File: src/rtl/uemu_pkg.sv
package uemu_pkg;

  typedef enum logic [2:0] {
    SEL_DATA  = 3'd0,
    SEL_IEN   = 3'd1,
    SEL_IID   = 3'd2,
    SEL_LCTL  = 3'd3,
    SEL_MCTL  = 3'd4,
    SEL_LSTAT = 3'd5,
    SEL_MSTAT = 3'd6,
    SEL_SCR   = 3'd7
  } sel_e;

  // identification causes; none is set only when no cause is pending
  typedef struct packed {
    logic rx;
    logic thr;
    logic none;
  } iid_t;

  localparam iid_t       IID_IDLE    = '{rx: 1'b0, thr: 1'b0, none: 1'b1};
  localparam logic [7:0] RST_LCTL    = 8'h03;
  localparam logic [7:0] RST_MCTL    = 8'h08;
  localparam logic [15:0] RST_DIV    = 16'd12;
  localparam logic [7:0] MSTAT_VAL   = 8'hB0;
  localparam logic [7:0] LSTAT_FIXED = 8'h60;
  localparam logic [7:0] IID_RD_OR   = 8'hC0;
  localparam int         LCTL_DLAB   = 7;
  localparam int         MCTL_LOOP   = 4;
  localparam int         IEN_RX      = 0;
  localparam int         IEN_TX      = 1;

endpackage

File: src/rtl/uemu_rxq.sv
module uemu_rxq #(
  parameter int DEPTH = 64,
  parameter int DW    = 8,
  localparam int PW   = (DEPTH > 1) ? $clog2(DEPTH) : 1,
  localparam int CW   = $clog2(DEPTH + 1)
) (
  input  logic          clk,
  input  logic          rst_n,
  input  logic          push,
  input  logic [DW-1:0] push_data,
  input  logic          pop,
  output logic [DW-1:0] head,
  output logic [CW-1:0] count,
  output logic          full
);

  logic [DW-1:0] mem [DEPTH];
  logic [PW-1:0] rd_ptr_q, rd_ptr_d, wr_ptr_q, wr_ptr_d;
  logic [CW-1:0] count_q, count_d;

  function automatic logic [PW-1:0] ptr_inc(input logic [PW-1:0] p);
    ptr_inc = (p == PW'(DEPTH - 1)) ? '0 : p + PW'(1);
  endfunction

  always_comb begin
    rd_ptr_d = rd_ptr_q;
    wr_ptr_d = wr_ptr_q;
    count_d  = count_q;
    if (pop) begin
      rd_ptr_d = ptr_inc(rd_ptr_q);
    end
    if (push) begin
      wr_ptr_d = ptr_inc(wr_ptr_q);
    end
    if (push && !pop) begin
      count_d = count_q + CW'(1);
    end else if (pop && !push) begin
      count_d = count_q - CW'(1);
    end
  end

  always_ff @(posedge clk or negedge rst_n) begin
    if (!rst_n) begin
      rd_ptr_q <= '0;
      wr_ptr_q <= '0;
      count_q  <= '0;
    end else begin
      rd_ptr_q <= rd_ptr_d;
      wr_ptr_q <= wr_ptr_d;
      count_q  <= count_d;
    end
  end

  // storage carries no reset; entries are only read once written
  always_ff @(posedge clk) begin
    if (push) begin
      mem[wr_ptr_q] <= push_data;
    end
  end

  assign head  = mem[rd_ptr_q];
  assign count = count_q;
  assign full  = (count_q == CW'(DEPTH));

endmodule

File: src/rtl/uemu_iid.sv
module uemu_iid
  import uemu_pkg::*;
(
  input  logic clk,
  input  logic rst_n,
  input  logic rd_clear,
  input  logic data_taken,
  input  logic thr_fire,
  input  logic rx_fire,
  output iid_t iid,
  output logic irq
);

  iid_t iid_q, iid_d;
  logic irq_q, irq_d;

  // ordering: clear-on-read, then data pop, then new causes
  always_comb begin
    iid_d = iid_q;
    if (rd_clear) begin
      iid_d = IID_IDLE;
    end
    if (data_taken) begin
      iid_d.rx = 1'b0;
      if (iid_d == '0) begin
        iid_d = IID_IDLE;
      end
    end
    if (thr_fire) begin
      iid_d.thr  = 1'b1;
      iid_d.none = 1'b0;
    end
    if (rx_fire) begin
      iid_d.rx   = 1'b1;
      iid_d.none = 1'b0;
    end
    irq_d = thr_fire | rx_fire;
  end

  always_ff @(posedge clk or negedge rst_n) begin
    if (!rst_n) begin
      iid_q <= IID_IDLE;
      irq_q <= 1'b0;
    end else begin
      iid_q <= iid_d;
      irq_q <= irq_d;
    end
  end

  assign iid = iid_q;
  assign irq = irq_q;

endmodule

File: src/rtl/uemu_regs.sv
module uemu_regs
  import uemu_pkg::*;
#(
  parameter int ADDR_W    = 4,
  parameter int RXQ_DEPTH = 64,
  localparam int QCW      = $clog2(RXQ_DEPTH + 1)
) (
  input  logic              clk,
  input  logic              rst_n,
  input  logic              host_wr,
  input  logic              host_rd,
  input  logic [ADDR_W-1:0] host_addr,
  input  logic [7:0]        host_wdata,
  output logic [7:0]        host_rdata,
  input  logic              rx_valid,
  input  logic [7:0]        rx_data,
  output logic              tx_valid,
  output logic [7:0]        tx_data,
  output logic              irq
);

  // reset: asynchronous assert, synchronous release
  logic [1:0] rst_sync_q;
  logic       srst_n;

  always_ff @(posedge clk or negedge rst_n) begin
    if (!rst_n) begin
      rst_sync_q <= 2'b00;
    end else begin
      rst_sync_q <= {rst_sync_q[0], 1'b1};
    end
  end
  assign srst_n = rst_sync_q[1];

  logic [3:0]  ien_q;
  logic [7:0]  lctl_q, mctl_q, scr_q, tx_data_q;
  logic [15:0] div_q;
  logic        dready_q, dready_d, tx_valid_q;

  logic        in_range, wr_act, rd_act, dlab, loop;
  sel_e        sel;
  logic        wr_data, rd_data, tx_send, lb_push, ext_push, q_push, q_pop;
  logic [7:0]  q_push_data, q_head;
  logic [QCW-1:0] q_count;
  logic        q_full, q_empty;
  logic        en_ien, en_lctl, en_mctl, en_scr, en_div_lo, en_div_hi;
  iid_t        iid_q;

  assign in_range = (host_addr[ADDR_W-1:3] == '0);
  assign wr_act   = host_wr & in_range;
  assign rd_act   = host_rd & ~host_wr & in_range;
  assign sel      = sel_e'(host_addr[2:0]);
  assign dlab     = lctl_q[LCTL_DLAB];
  assign loop     = mctl_q[MCTL_LOOP];
  assign q_empty  = (q_count == '0);

  assign wr_data  = wr_act & (sel == SEL_DATA) & ~dlab;
  assign rd_data  = rd_act & (sel == SEL_DATA) & ~dlab;
  assign tx_send  = wr_data & ~loop;
  assign q_pop    = rd_data & ~q_empty;
  assign lb_push  = wr_data & loop & ~q_full;
  assign ext_push = rx_valid & ~loop & (~q_full | q_pop);
  assign q_push   = lb_push | ext_push;
  assign q_push_data = lb_push ? host_wdata : rx_data;

  assign en_ien    = wr_act & (sel == SEL_IEN) & ~dlab;
  assign en_div_lo = wr_act & (sel == SEL_DATA) & dlab;
  assign en_div_hi = wr_act & (sel == SEL_IEN) & dlab;
  assign en_lctl   = wr_act & (sel == SEL_LCTL);
  assign en_mctl   = wr_act & (sel == SEL_MCTL);
  assign en_scr    = wr_act & (sel == SEL_SCR);

  uemu_rxq #(.DEPTH(RXQ_DEPTH), .DW(8)) i_rxq (
    .clk       (clk),
    .rst_n     (srst_n),
    .push      (q_push),
    .push_data (q_push_data),
    .pop       (q_pop),
    .head      (q_head),
    .count     (q_count),
    .full      (q_full)
  );

  uemu_iid i_iid (
    .clk        (clk),
    .rst_n      (srst_n),
    .rd_clear   (rd_act & (sel == SEL_IID)),
    .data_taken (rd_data),
    .thr_fire   (tx_send & ien_q[IEN_TX]),
    .rx_fire    (q_push & ien_q[IEN_RX]),
    .iid        (iid_q),
    .irq        (irq)
  );

  // data ready: pop first, then any push of the same cycle
  always_comb begin
    dready_d = dready_q;
    if (rd_data && q_count <= QCW'(1)) begin
      dready_d = 1'b0;
    end
    if (q_push) begin
      dready_d = 1'b1;
    end
  end

  always_ff @(posedge clk or negedge srst_n) begin
    if (!srst_n) begin
      ien_q      <= '0;
      lctl_q     <= RST_LCTL;
      mctl_q     <= RST_MCTL;
      scr_q      <= '0;
      div_q      <= RST_DIV;
      dready_q   <= 1'b0;
      tx_valid_q <= 1'b0;
      tx_data_q  <= '0;
    end else begin
      if (en_ien)    ien_q       <= host_wdata[3:0];
      if (en_lctl)   lctl_q      <= host_wdata;
      if (en_mctl)   mctl_q      <= host_wdata;
      if (en_scr)    scr_q       <= host_wdata;
      if (en_div_lo) div_q[7:0]  <= host_wdata;
      if (en_div_hi) div_q[15:8] <= host_wdata;
      if (tx_send)   tx_data_q   <= host_wdata;
      dready_q   <= dready_d;
      tx_valid_q <= tx_send;
    end
  end

  always_comb begin
    host_rdata = 8'h00;
    if (rd_act) begin
      unique case (sel)
        SEL_DATA:  host_rdata = dlab ? div_q[7:0] : (q_empty ? 8'h00 : q_head);
        SEL_IEN:   host_rdata = dlab ? div_q[15:8] : {4'h0, ien_q};
        SEL_IID:   host_rdata = IID_RD_OR | {5'b0, iid_q};
        SEL_LCTL:  host_rdata = lctl_q;
        SEL_MCTL:  host_rdata = mctl_q;
        SEL_LSTAT: host_rdata = LSTAT_FIXED | {7'b0, dready_q};
        SEL_MSTAT: host_rdata = MSTAT_VAL;
        SEL_SCR:   host_rdata = scr_q;
        default:   host_rdata = 8'h00;
      endcase
    end
  end

  assign tx_valid = tx_valid_q;
  assign tx_data  = tx_data_q;

endmodule

File: config.mk
export PLATFORM = sky130hd
export DESIGN_NAME = uemu_regs
export DESIGN_NICKNAME = d
export VERILOG_FILES = /design/src/rtl/uemu_pkg.sv /design/src/rtl/uemu_rxq.sv /design/src/rtl/uemu_iid.sv /design/src/rtl/uemu_regs.sv
export SDC_FILE = /design/constraint.sdc
export NUM_CORES = 1
export LEC_CHECK = 0
export CAP_MARGIN = 10
export CORE_MARGIN = 4
export CORE_UTILIZATION = 55
export CTS_BUF_LIST = sky130_fd_sc_hd__clkbuf_8
export CTS_CLUSTER_DIAMETER = 50
export DETAILED_ROUTE_END_ITERATION = 10
export GPL_TIMING_DRIVEN = 1
export HOLD_SLACK_MARGIN = 0.08
export PLACE_DENSITY = 0.84
export SLEW_MARGIN = 10
export SYNTH_ARGS = -nofsm -noshare
export SYNTH_HDL_FRONTEND = slang
export SYNTH_SLANG_ARGS = --single-unit
export TNS_END_PERCENT = 1
File: constraint.sdc
create_clock -name clk -period 2.56 [get_ports clk]
set_input_delay 0.512 -clock clk [delete_from_list [all_inputs] [get_ports clk]]
set_output_delay 0.512 -clock clk [all_outputs]
set_load 0.01 [all_outputs]
==> summary.txt, run 1 <==
Global routing
  – Grt total ovfl: 0
  – Vias in the first global route: between 10000 and 15000
  – Largest net degree at the start of global routing: 65
  – Initial antenna violation count: 0
  – Total track usage: 25.9%
  – First-pass GRT wire length: between 90000 and 100000 µm

Clocking
  – Clk sink count: 591
  – Skew-Pair Late Insertion Delay: 690 ps
  – Root buffer cell: clkbuf_8
  – Clk slew on worst S/H paths: 70 ps
  – Longest Clk Path Bufs: 3
  – CTS tree: built
  – Cts bufs inserted: 93
  – Htree depth: 3

Yosys
  – Ys Warns: 0
  – Yosys cell types: 59
  – Register area share after synthesis: 72.9%
  – Post-synth ARST share: between 10% and 20%
  – Count of flip-flops with a built-in enable after synthesis: 512
  – Mapped Cells: 1291
  – Synthesized Nets: about 1300
  – Synthesized flop and latch total: 591
  – Top_reg_cell synth: edfxtp_1
  – Synth Cell Area: roughly 24000 µm²
  – Syn Area/Cell: 18.4 µm²

Setup path
  – CP Capture Type: primary output
  – Worst Path Required: 2050 ps
  – Critical R2R Launch: lctl_q[7]
  – Cell with the most instances on the worst path: mux4_2
  – Crit-path cells: buf_12 -> mux4_2 -> mux4_2 -> mux2_4 -> a221oi_4 -> a21oi_2 -> buf_2
  – Crit path from: i_rxq.rd_ptr_q[0]
  – Crit path launch type: flop
  – WS Path Type: reg2out
  – Slowest stage delay, CP: roughly 560 ps
  – Crit path max fanout: 7
  – Critical Path AT: roughly 3300 ps
  – Crit-path slowest cell: mux4_2

Power and ir drop
  – Max IR drop VDD: 0.378 mV
  – LEAKAGE: 10.1 nW
  – Pwr dens: 818 nW/µm²

Layout
  – Final Non-Filler Cells: 2256
  – Area grow syn2layout: 23.4%
  – Final net count: 1635
  – Ratio of cells with drive above 1 in the final layout: approximately 41%
  – Commonest non-fill, non-tap cell in the layout: edfxtp_1
  – Fill cells: 2433
  – Most frequent cells in the layout: edfxtp_1 (512), buf_4 (148), mux4_2 (117)

Hold path
  – Hold Crit Class: reg2reg
  – Min-delay src: rst_sync_q[0]

Route
  – Detailed Routing Iterations Pass 1: 6
  – Via density: 6.30
  – Post-route ant nets: 0
  – Avg WL per Cell: 27.5 µm
  – Final wirelength: 61900 µm
  – Iteration-0 DRC Markers: 2240
  – DR vias: 14200
  – DR DRC count: 0

Floorplanning
  – Starting Density: 56.2%
  – Core area: 42400 µm²
  – Die Y: 216 µm
  – Std cell rows: 75
  – IO Pins: 43
  – Die Width: roughly 220 µm
  – Die area: 46700 µm²

Flow run
  – Maxcap violations: 0

Placed design
  – RD Place Congestion: 0.900
  – Place WS: -948 ps
  – Placed cells: between 2000 and 2500
  – Detailed placer's ending HPWL: 36900 µm
  – IO buf count: 42

STA
  – Skew final: 58.9 ps
  – Minimum hold slack: 358 ps
  – RSZ-0062 raised after global routing: true
  – Max Slew Vio Count: 0
  – Fin. Hold Viols: 0
  – F_max: ~0.26 GHz
  – Minimum clock period: 3780 ps
  – Setup ws final: -1220 ps
  – Final Cycle Share: 148%
  – Worst-Margin Slew: 762 ps
  – Setup violations, final: 525
  – Worst slew margin: 49.0%

Status
  – Failing checks: negative setup slack
  – Status: finished with violations
[state kept, by name (all words and copies together) (netlist names)]
name	count
mctl_q	8
dready_q	1
tx_valid	1
i_rxq.wr_ptr_q	6
i_rxq.mem	512
i_rxq.count	7
i_iid.iid	3
i_rxq.rd_ptr_q	6
div_q	16
ien_q	4
i_iid.irq	1
rst_sync_q	2
lctl_q	8
scr_q	8
tx_data	8
[final timing paths]
| check | endpoint | slack [ps] | cells after the start |
|---|---|---|---|
| max in group asynchronous | div_q[3] | 1490 | 1 |
| min in group asynchronous | mctl_q[4] | 370 | 0 |
| worst min register to register | rst_sync_q[1] | 360 | 0 |
| worst max register to register | i_rxq.mem[54][0] | -430 | 8 |
| worst max-delay path | host_rdata[1] | -1220 | 7 |
| worst min-delay path | rst_sync_q[1] | 360 | 0 |
[report_power, final]
part	switching (mW)	internal (mW)	total, mW
Sequential	0.447	11.0	11.5
Clock	3.76	3.59	7.35
Combinational	2.60	2.61	5.22
Total	6.81	17.2	24.0
[through the flow]
| stage | util [%] | power, mW | area [µm²] | setup TNS (ps) |
|---|---|---|---|---|
| detailed placement | 62.8 | 16.0 | 26700 | -550670 |
| global route | 69.3 | 25.0 | 29400 | -106780 |
| global placement | 62.8 | 15.8 | 26700 | -547120 |
| finish | 69.3 | 24.0 | 29400 | -86690 |
| CTS | 68.5 | 23.7 | 29100 | -49710 |
| floorplan | - | 14.3 | 23900 | -103210 |
[critical path, delay by kind of cell, from the launching register on]
| kind | cells | cell delay, ps |
|---|---|---|
| AOI/OAI and AO/OA | 2 | 340 |
| buffers and inverters | 2 | 350 |
| DFF | 1 | 450 |
| muxes | 3 | 1440 |
[Yosys cell counts, drive strengths merged, types with 2 or more instances]
library cell / count / area (µm²)
nand3b: 4 / 30.0
dfstp: 6 / 158
o31ai: 2 / 15.0
o21ai: 21 / 105
o211ai: 9 / 67.6
buf: 40 / 191
nor3b: 5 / 37.5
xor2: 5 / 43.8
a31oi: 8 / 50.1
nand2: 47 / 176
o32ai: 2 / 25.0
or3b: 2 / 17.5
o311ai: 4 / 35.0
a21bo: 2 / 20.0
or3: 4 / 25.0
nand2b: 6 / 37.5
a22oi: 30 / 225
nor3: 8 / 40.0
mux4: 117 / 2640
a22o: 2 / 17.5
nor2: 80 / 300
o22ai: 9 / 56.3
a21o: 3 / 22.5
o221ai: 3 / 26.3
o2111ai: 3 / 26.3
mux2: 93 / 1050
nand3: 32 / 160
and2: 2 / 12.5
inv: 13 / 48.8
and3: 2 / 12.5
nor4: 2 / 12.5
dfrtp: 73 / 1830
nand4: 7 / 43.8
clkbuf: 33 / 124
mux2i: 20 / 200
a221oi: 9 / 85.1
ha: 6 / 75.1
a211oi: 2 / 15.0
nor2b: 12 / 75.1
xnor2: 6 / 52.6
and3b: 3 / 26.3
edfxtp: 512 / 15400
a21oi: 32 / 160
[logic make-up after synthesis]
logic type | synth area share, %
fa+ha+maj | 0.315
other cells | 0.0157
flops | 72.9
xor+xnor | 0.404
compound gates | 4.22
buf+inv | 1.53
simple gates | 4.33
mux | 16.3
[area by class of cell]
class	instances	area (µm²)	area share, %
multi-input combinational	614	6620	22.5
antenna	1	2.50	0.00851
tap	577	722	2.46
clock inverter	74	375	1.28
sequential	591	17400	59.1
timing repair buffer	291	2960	10.1
clock buffer	95	1310	4.45
inverter	13	48.8	0.166
[timing repair]
action / in CTS / in global routing
hold endpoints to repair: 2 / 0
setup endpoints to repair: 764 / 529
resized for setup: 151 / 85
pin swaps: 23 / 13
hold buffers: 1 / 0
setup buffers: 19 / 2
cloned: 2 / 0
[metal layers]
| layer | routed length [µm] | GRT usage (%) | vias up |
|---|---|---|---|
| met4 | 3150 | 11.9 | 0 |
| met3 | 5550 | 5.74 | 213 |
| met2 | 31000 | 42.6 | 905 |
| met1 | 22200 | 33.6 | 7235 |
| li1 | - | - | 5850 |
| met5 | 0 | 0 | - |
Note: power is estimated with default switching activity, not from simulation.
==> inputs of run 2 (changes only) <==
CORE_UTILIZATION = 25   (was 55)
HOLD_SLACK_MARGIN = 0.1   (was 0.08)
PLACE_DENSITY = 0.5   (was 0.84)
==> run 2 against run 1 <==
Effect of this change:
- sequential cell count did not move
- the flow still finishes with violations (negative setup slack)
- critical path type unchanged
- first-iteration DRC count fell by 63%
- non-clock buffer count rose by 12
- fmax barely moved
- via count fell by 5.4%
- largest cell class unchanged
==> summary.txt, run 2 (synthesis results as in run 1) <==
Status
  – Status: finished with violations
  – Failing checks: negative setup slack

Placed design
  – RD Place Congestion: 0.798 (-11%)
  – Place WS: -969 ps (-20.3 ps)
  – Detailed placer's ending HPWL: 39600 µm (+7.4%)
  – IO buf count: 42 (unchanged)
  – Placed cells: 2751 (+33%)

Layout
  – Final Non-Filler Cells: 2956 (+31%)
  – Fill cells: 9030 (+270%)
  – Max reg flops: 512 (unchanged)
  – Biggest regs: i_rxq.mem x512, div_q x16
  – Fin util: 33.0% (-36 points)
  – Ratio of cells with drive above 1 in the final layout: 45.0% (+3.7 points)
  – Area grow syn2layout: 30.2%
  – Commonest non-fill, non-tap cell in the layout: edfxtp_1
  – Final net count: 1652 (+1.0%)
  – Reg with most FFs: i_rxq.mem
  – Most frequent cells in the layout: edfxtp_1 (512), buf_4 (144), mux4_2 (117)

Power and ir drop
  – Pwr dens: 825 nW/µm² (+0.88%)
  – Power Total: 25.6 mW (+6.4%)
  – Max IR drop VDD: 0.325 mV (-14%)
  – LEAKAGE: 10.4 nW (+3.1%)

Setup path
  – Crit path launch type: flop
  – Worst Path Required: 2050 ps (about the same)
  – CP Capture Type: primary output
  – Crit path max fanout: 3 (-4)
  – Critical Path AT: 3260 ps (about the same)
  – Reg-to-Reg End: i_rxq.mem[31][2]
  – Reg2Reg Depth: 8 (unchanged)
  – Worst reg2reg setup slack: -220 ps (+210 ps)
  – WS Path Type: reg2out
  – Critical R2R Launch: lctl_q[7]

Floorplanning
  – Die Width: 317 µm (+47%)
  – IO Pins: 43 (unchanged)
  – Starting Density: 25.4% (-31 points)
  – Std cell rows: 112 (+49%)
  – Die Y: 317 µm (+47%)
  – Core area: 93900 µm² (+120%)
  – Die area: 100000 µm² (+110%)

Clocking
  – Root buffer cell: clkbuf_8
  – Longest Clk Path Bufs: 3 (unchanged)
  – Clk sink count: 591 (unchanged)
  – Skew-Pair Late Insertion Delay: 690 ps (about the same)
  – CTS tree: built
  – Cts bufs inserted: 98 (+5.4%)
  – Htree depth: 3 (unchanged)
  – Clk slew on worst S/H paths: 60 ps (about the same)

STA
  – Fin. Hold Viols: 0 (unchanged)
  – Skew final: 37.1 ps (-21.9 ps)
  – Minimum clock period: 3770 ps (-2.59 ps)
  – F_max: 0.265 GHz (about the same)
  – Worst slew margin: 40.5% (-8.5 points)
  – Worst-Margin Slew: 893 ps (+131 ps)
  – Setup violations, final: 514 (-2.1%)
  – RSZ-0062 raised after global routing: true
  – Setup ws final: -1210 ps (+2.59 ps)
  – Final Cycle Share: 147% (about the same)
  – Minimum hold slack: 352 ps (-6.51 ps)
  – Max Slew Vio Count: 0 (unchanged)

Route
  – Via density: 4.55 (-28%)
  – Avg WL per Cell: 21.0 µm (-23%)
  – DR DRC count: 0 (unchanged)
  – DR vias: 13400 (-5.4%)
  – Final wirelength: 62200 µm (+0.41%)
  – Detailed Routing Iterations Pass 1: 5 (-1)
  – Iteration-0 DRC Markers: 819 (-63%)
  – Post-route ant nets: 0 (unchanged)

Hold path
  – Hold EP: rst_sync_q[1]
  – Min-delay src: rst_sync_q[0]
  – Number of cells on the worst hold path: 0 (unchanged)
  – Hold Crit Class: reg2reg

Global routing
  – Total track usage: 12.4% (-14 points)
  – First-pass GRT wire length: 92800 µm (+1.9%)
  – Initial antenna violation count: 1 (+1)
  – Grt total ovfl: 0 (unchanged)
  – Largest net degree at the start of global routing: 65 (unchanged)
  – Vias in the first global route: 14200 (-3.5%)

Flow run
  – Maxcap violations: 0 (unchanged)
-- run 2: what timing repair did --
| item | CTS | global route |
|---|---|---|
| buffers inserted | 14 | 3 |
| hold buffers | 1 | 0 |
| gates resized for setup | 235 | 42 |
| pin swaps | 27 | 29 |
| cloned | 5 | 2 |
| setup endpoints to repair | 1034 | 615 |
| hold endpoints to repair | 2 | 0 |
-- run 2: worst max-delay path, stage by stage, from the launching register on --
cell and delay (ps):
dfrtp_4 510, buf_6 130, buf_6 110, mux4_2 450, mux4_2 480, mux2_4 290
a221oi_4 290, a21oi_2 110, buf_2 180
-- run 2: worst max-delay path by stage --
stage,from,end,slack (ps),cells past startpoint
5_1_grt,i_rxq.rd_ptr_q[0],host_rdata[1],-1310,8
2_1_floorplan,host_addr[0],i_rxq.mem[62][0],-290,7
3_3_place_gp,i_rxq.rd_ptr_q[0],host_rdata[7],-1000,6
4_1_cts,i_rxq.rd_ptr_q[0],host_rdata[1],-1260,8
6_report,i_rxq.rd_ptr_q[0],host_rdata[1],-1210,8
3_5_place_dp,i_rxq.rd_ptr_q[0],host_rdata[0],-970,7
-- run 2: metal layers --
metal	track usage, %	routed length (µm)	vias to the layer above
li1	-	-	5900
met1	16.6	27400	7081
met2	20.3	30200	360
met3	2.50	3180	98
met4	4.35	1450	0
met5	0	0	-
-- run 2: area by class of cell --
cell class	instances	area (µm²)	share of cell area, %
flip-flops and latches	591	17400	56.0
multi-input cells	614	6770	21.8
repair buffers	303	3210	10.4
well taps	1254	1570	5.06
clock buffers	99	1360	4.39
clock inverters	81	669	2.16
inverters	13	48.8	0.157
diodes	1	2.50	0.00807
-- run 2: stage by stage --
stage               instance area, µm²  TNS [ps]
floorplan                        23900   -103210
global placement                 27700   -663650
detailed placement               27700   -653050
CTS                              30800    -83970
global route                     31000   -116730
finish                           31000    -60490
-- run 2: report_power, final --
part           internal, mW  total [mW]  switching, mW
Clock                  4.77        8.63           3.86
Sequential             11.0        11.4          0.409
Combinational          2.82        5.50           2.68
==> inputs of run 3 (changes only) <==
--- a/constraint.sdc
+++ b/constraint.sdc
@@ -3,2 +3,2 @@
 set_output_delay 0.512 -clock clk [all_outputs]
-set_load 0.01 [all_outputs]
+set_load 0.02 [all_outputs]
==> run 3 against run 2 <==
Effect of this change:
- the run still ends with negative setup slack left
- global-route usage barely moved
- critical path depth shrank 1
- non-clock buffer count increased by 8
- sequential cell count unchanged
- first-iteration DRC count rose by 18%
- critical path type unchanged
- largest power group unchanged
==> summary.txt, run 3 (synthesis results as in run 1) <==
Status
  – Status: finished with violations
  – Failing checks: negative setup slack

STA
  – F_max: 0.267 GHz (+0.89%)
  – Final Cycle Share: 146% (-1.3 points)
  – Setup violations, final: 524 (+1.9%)
  – Max Slew Vio Count: 0 (unchanged)
  – Worst slew margin: 45.4% (+4.9 points)
  – RSZ-0062 raised after global routing: true
  – Worst-Margin Slew: 817 ps (-75.5 ps)
  – Fin. Hold Viols: 0 (unchanged)
  – Minimum clock period: 3740 ps (-33.2 ps)
  – Skew final: 22.9 ps (-14.2 ps)
  – Setup ws final: -1180 ps (+33.2 ps)
  – Setup TNS: -74880 ps (-14400 ps)

Clocking
  – Htree depth: 3 (unchanged)
  – Cts bufs inserted: 99 (+1.0%)
  – Skew-Pair Late Insertion Delay: 690 ps (about the same)
  – Root buffer cell: clkbuf_8
  – Clk slew on worst S/H paths: 60 ps (about the same)
  – Clk sink count: 591 (unchanged)
  – Longest Clk Path Bufs: 3 (unchanged)
  – CTS tree: built

Placed design
  – DP Area: 27600 µm² (about the same)
  – Place WS: -1090 ps (-122 ps)
  – Detailed placer's ending HPWL: 39800 µm (+0.49%)
  – IO buf count: 42 (unchanged)
  – RD Place Congestion: 0.769 (-3.6%)

Power and ir drop
  – Pwr dens: 799 nW/µm² (-3.2%)
  – Max IR drop VDD: 0.329 mV (+1.4%)
  – Power Total: 24.6 mW (-3.9%)
  – LEAKAGE: 10.3 nW (-0.87%)

Layout
  – Biggest regs: i_rxq.mem x512, div_q x16
  – Final net count: 1661 (+0.54%)
  – Most frequent cells in the layout: edfxtp_1 (512), buf_4 (163), mux4_2 (117)
  – Ratio of cells with drive above 1 in the final layout: 43.3% (-1.7 points)
  – Max reg flops: 512 (unchanged)
  – Fin util: 32.8% (-0.25 points)
  – Commonest non-fill, non-tap cell in the layout: edfxtp_1
  – Design area: 30800 µm² (-0.76%)
  – Area grow syn2layout: 29.2%
  – Reg with most FFs: i_rxq.mem

Floorplanning
  – Die Width: 317 µm (unchanged)
  – Die Y: 317 µm (unchanged)
  – Std cell rows: 112 (unchanged)
  – Core area: 93900 µm² (unchanged)
  – Starting Density: 25.4% (unchanged)
  – Die area: 100000 µm² (unchanged)
  – IO Pins: 43 (unchanged)

Route
  – DR vias: 13200 (-1.6%)
  – Avg WL per Cell: 20.8 µm (-0.96%)
  – Iteration-0 DRC Markers: 963 (+18%)
  – Final wirelength: 61700 µm (-0.72%)
  – DR DRC count: 0 (unchanged)
  – Post-route ant nets: 0 (unchanged)
  – Via density: 4.46 (-1.8%)
  – Detailed Routing Iterations Pass 1: 4 (-1)

Setup path
  – CP Capture Type: primary output
  – Crit path max fanout: 8 (+5)
  – Worst reg2reg setup slack: -220 ps (about the same)
  – Critical Path AT: 3230 ps (-30 ps)
  – Crit path launch type: flop
  – Worst Path Required: 2050 ps (about the same)
  – WS Path Type: reg2out

Global routing
  – Vias in the first global route: 14100 (-0.69%)
  – Initial antenna violation count: 2 (+1)
  – First-pass GRT wire length: 92500 µm (-0.39%)
  – Largest net degree at the start of global routing: 65 (unchanged)
  – Grt total ovfl: 0 (unchanged)
  – Total track usage: 12.4% (about the same)

Flow run
  – Maxcap violations: 0 (unchanged)

Hold path
  – Hold Crit Class: reg2async
## run 3: cell types whose count changed in the layout (fill, tap and decap cells not counted), moves of 8 or more
| cell | delta |
|---|---|
| buf_4 | +19 |
| buf_8 | +9 |
| bufinv_16 | -8 |
| clkinv_2 | -9 |
| inv_1 | +15 |
| nand3_2 | -9 |
| nor2_2 | -14 |
| nor2_4 | +15 |
## run 3: cell type report
cell class              count  area (µm²)
well taps                1254        1570
diodes                      1        2.50
clock buffers             103        1420
flip-flops and latches    591       17400
fillers                  9082       63100
clock inverters            76         394
multi-input cells         614        6780
repair buffers            311        3190
inverters                  13        48.8
## run 3: metal layers
layer	track usage (%)	vias to the layer above	wire length [µm]
met5	0	-	0
met4	4.45	0	1660
met3	2.41	96	2950
met2	20.6	309	30100
met1	16.3	6902	27000
li1	-	5918	-
## run 3: final timing paths
path | from | end | cells past startpoint
setup / recovery | i_rxq.rd_ptr_q[0] | host_rdata[2] | 7
hold / removal | rst_sync_q[1] | i_rxq.count[2] | 0
setup reg to reg | lctl_q[7] | i_rxq.mem[22][2] | 9
hold reg to reg | rst_sync_q[1] | i_rxq.count[2] | 0
max in group asynchronous | rst_sync_q[1] | div_q[2] | 1
min in group clk | rst_sync_q[0] | rst_sync_q[1] | 0
## run 3: timing repair
item,in CTS,in global routing
hold buffers,1,0
pin swaps,25,22
endpoints found under the setup margin,984,799
setup buffers,15,10
hold endpoints to repair,2,0
cloned,3,0
resized for setup,225,66
## run 3: critical path, cell delays in order, from the launching register on
cell and delay, ps:
dfrtp_4 480, buf_12 140, buf_12 140, mux4_2 540, mux4_2 550, o211ai_1 320, a31oi_2 170, buf_4 190
## run 3: where the power goes
group	leakage, nW	switching, mW	internal [mW]
Sequential	5.57	0.409	11.0
Combinational	3.66	2.71	2.72
Clock	1.07	3.69	4.02
## run 3: stage by stage
stage	hold WS [ps]	cells
after floorplan	216	1291
after global placement	309	2754
after detailed placement	315	2754
after CTS	311	2952
after global routing	339	2963
final	286	2963
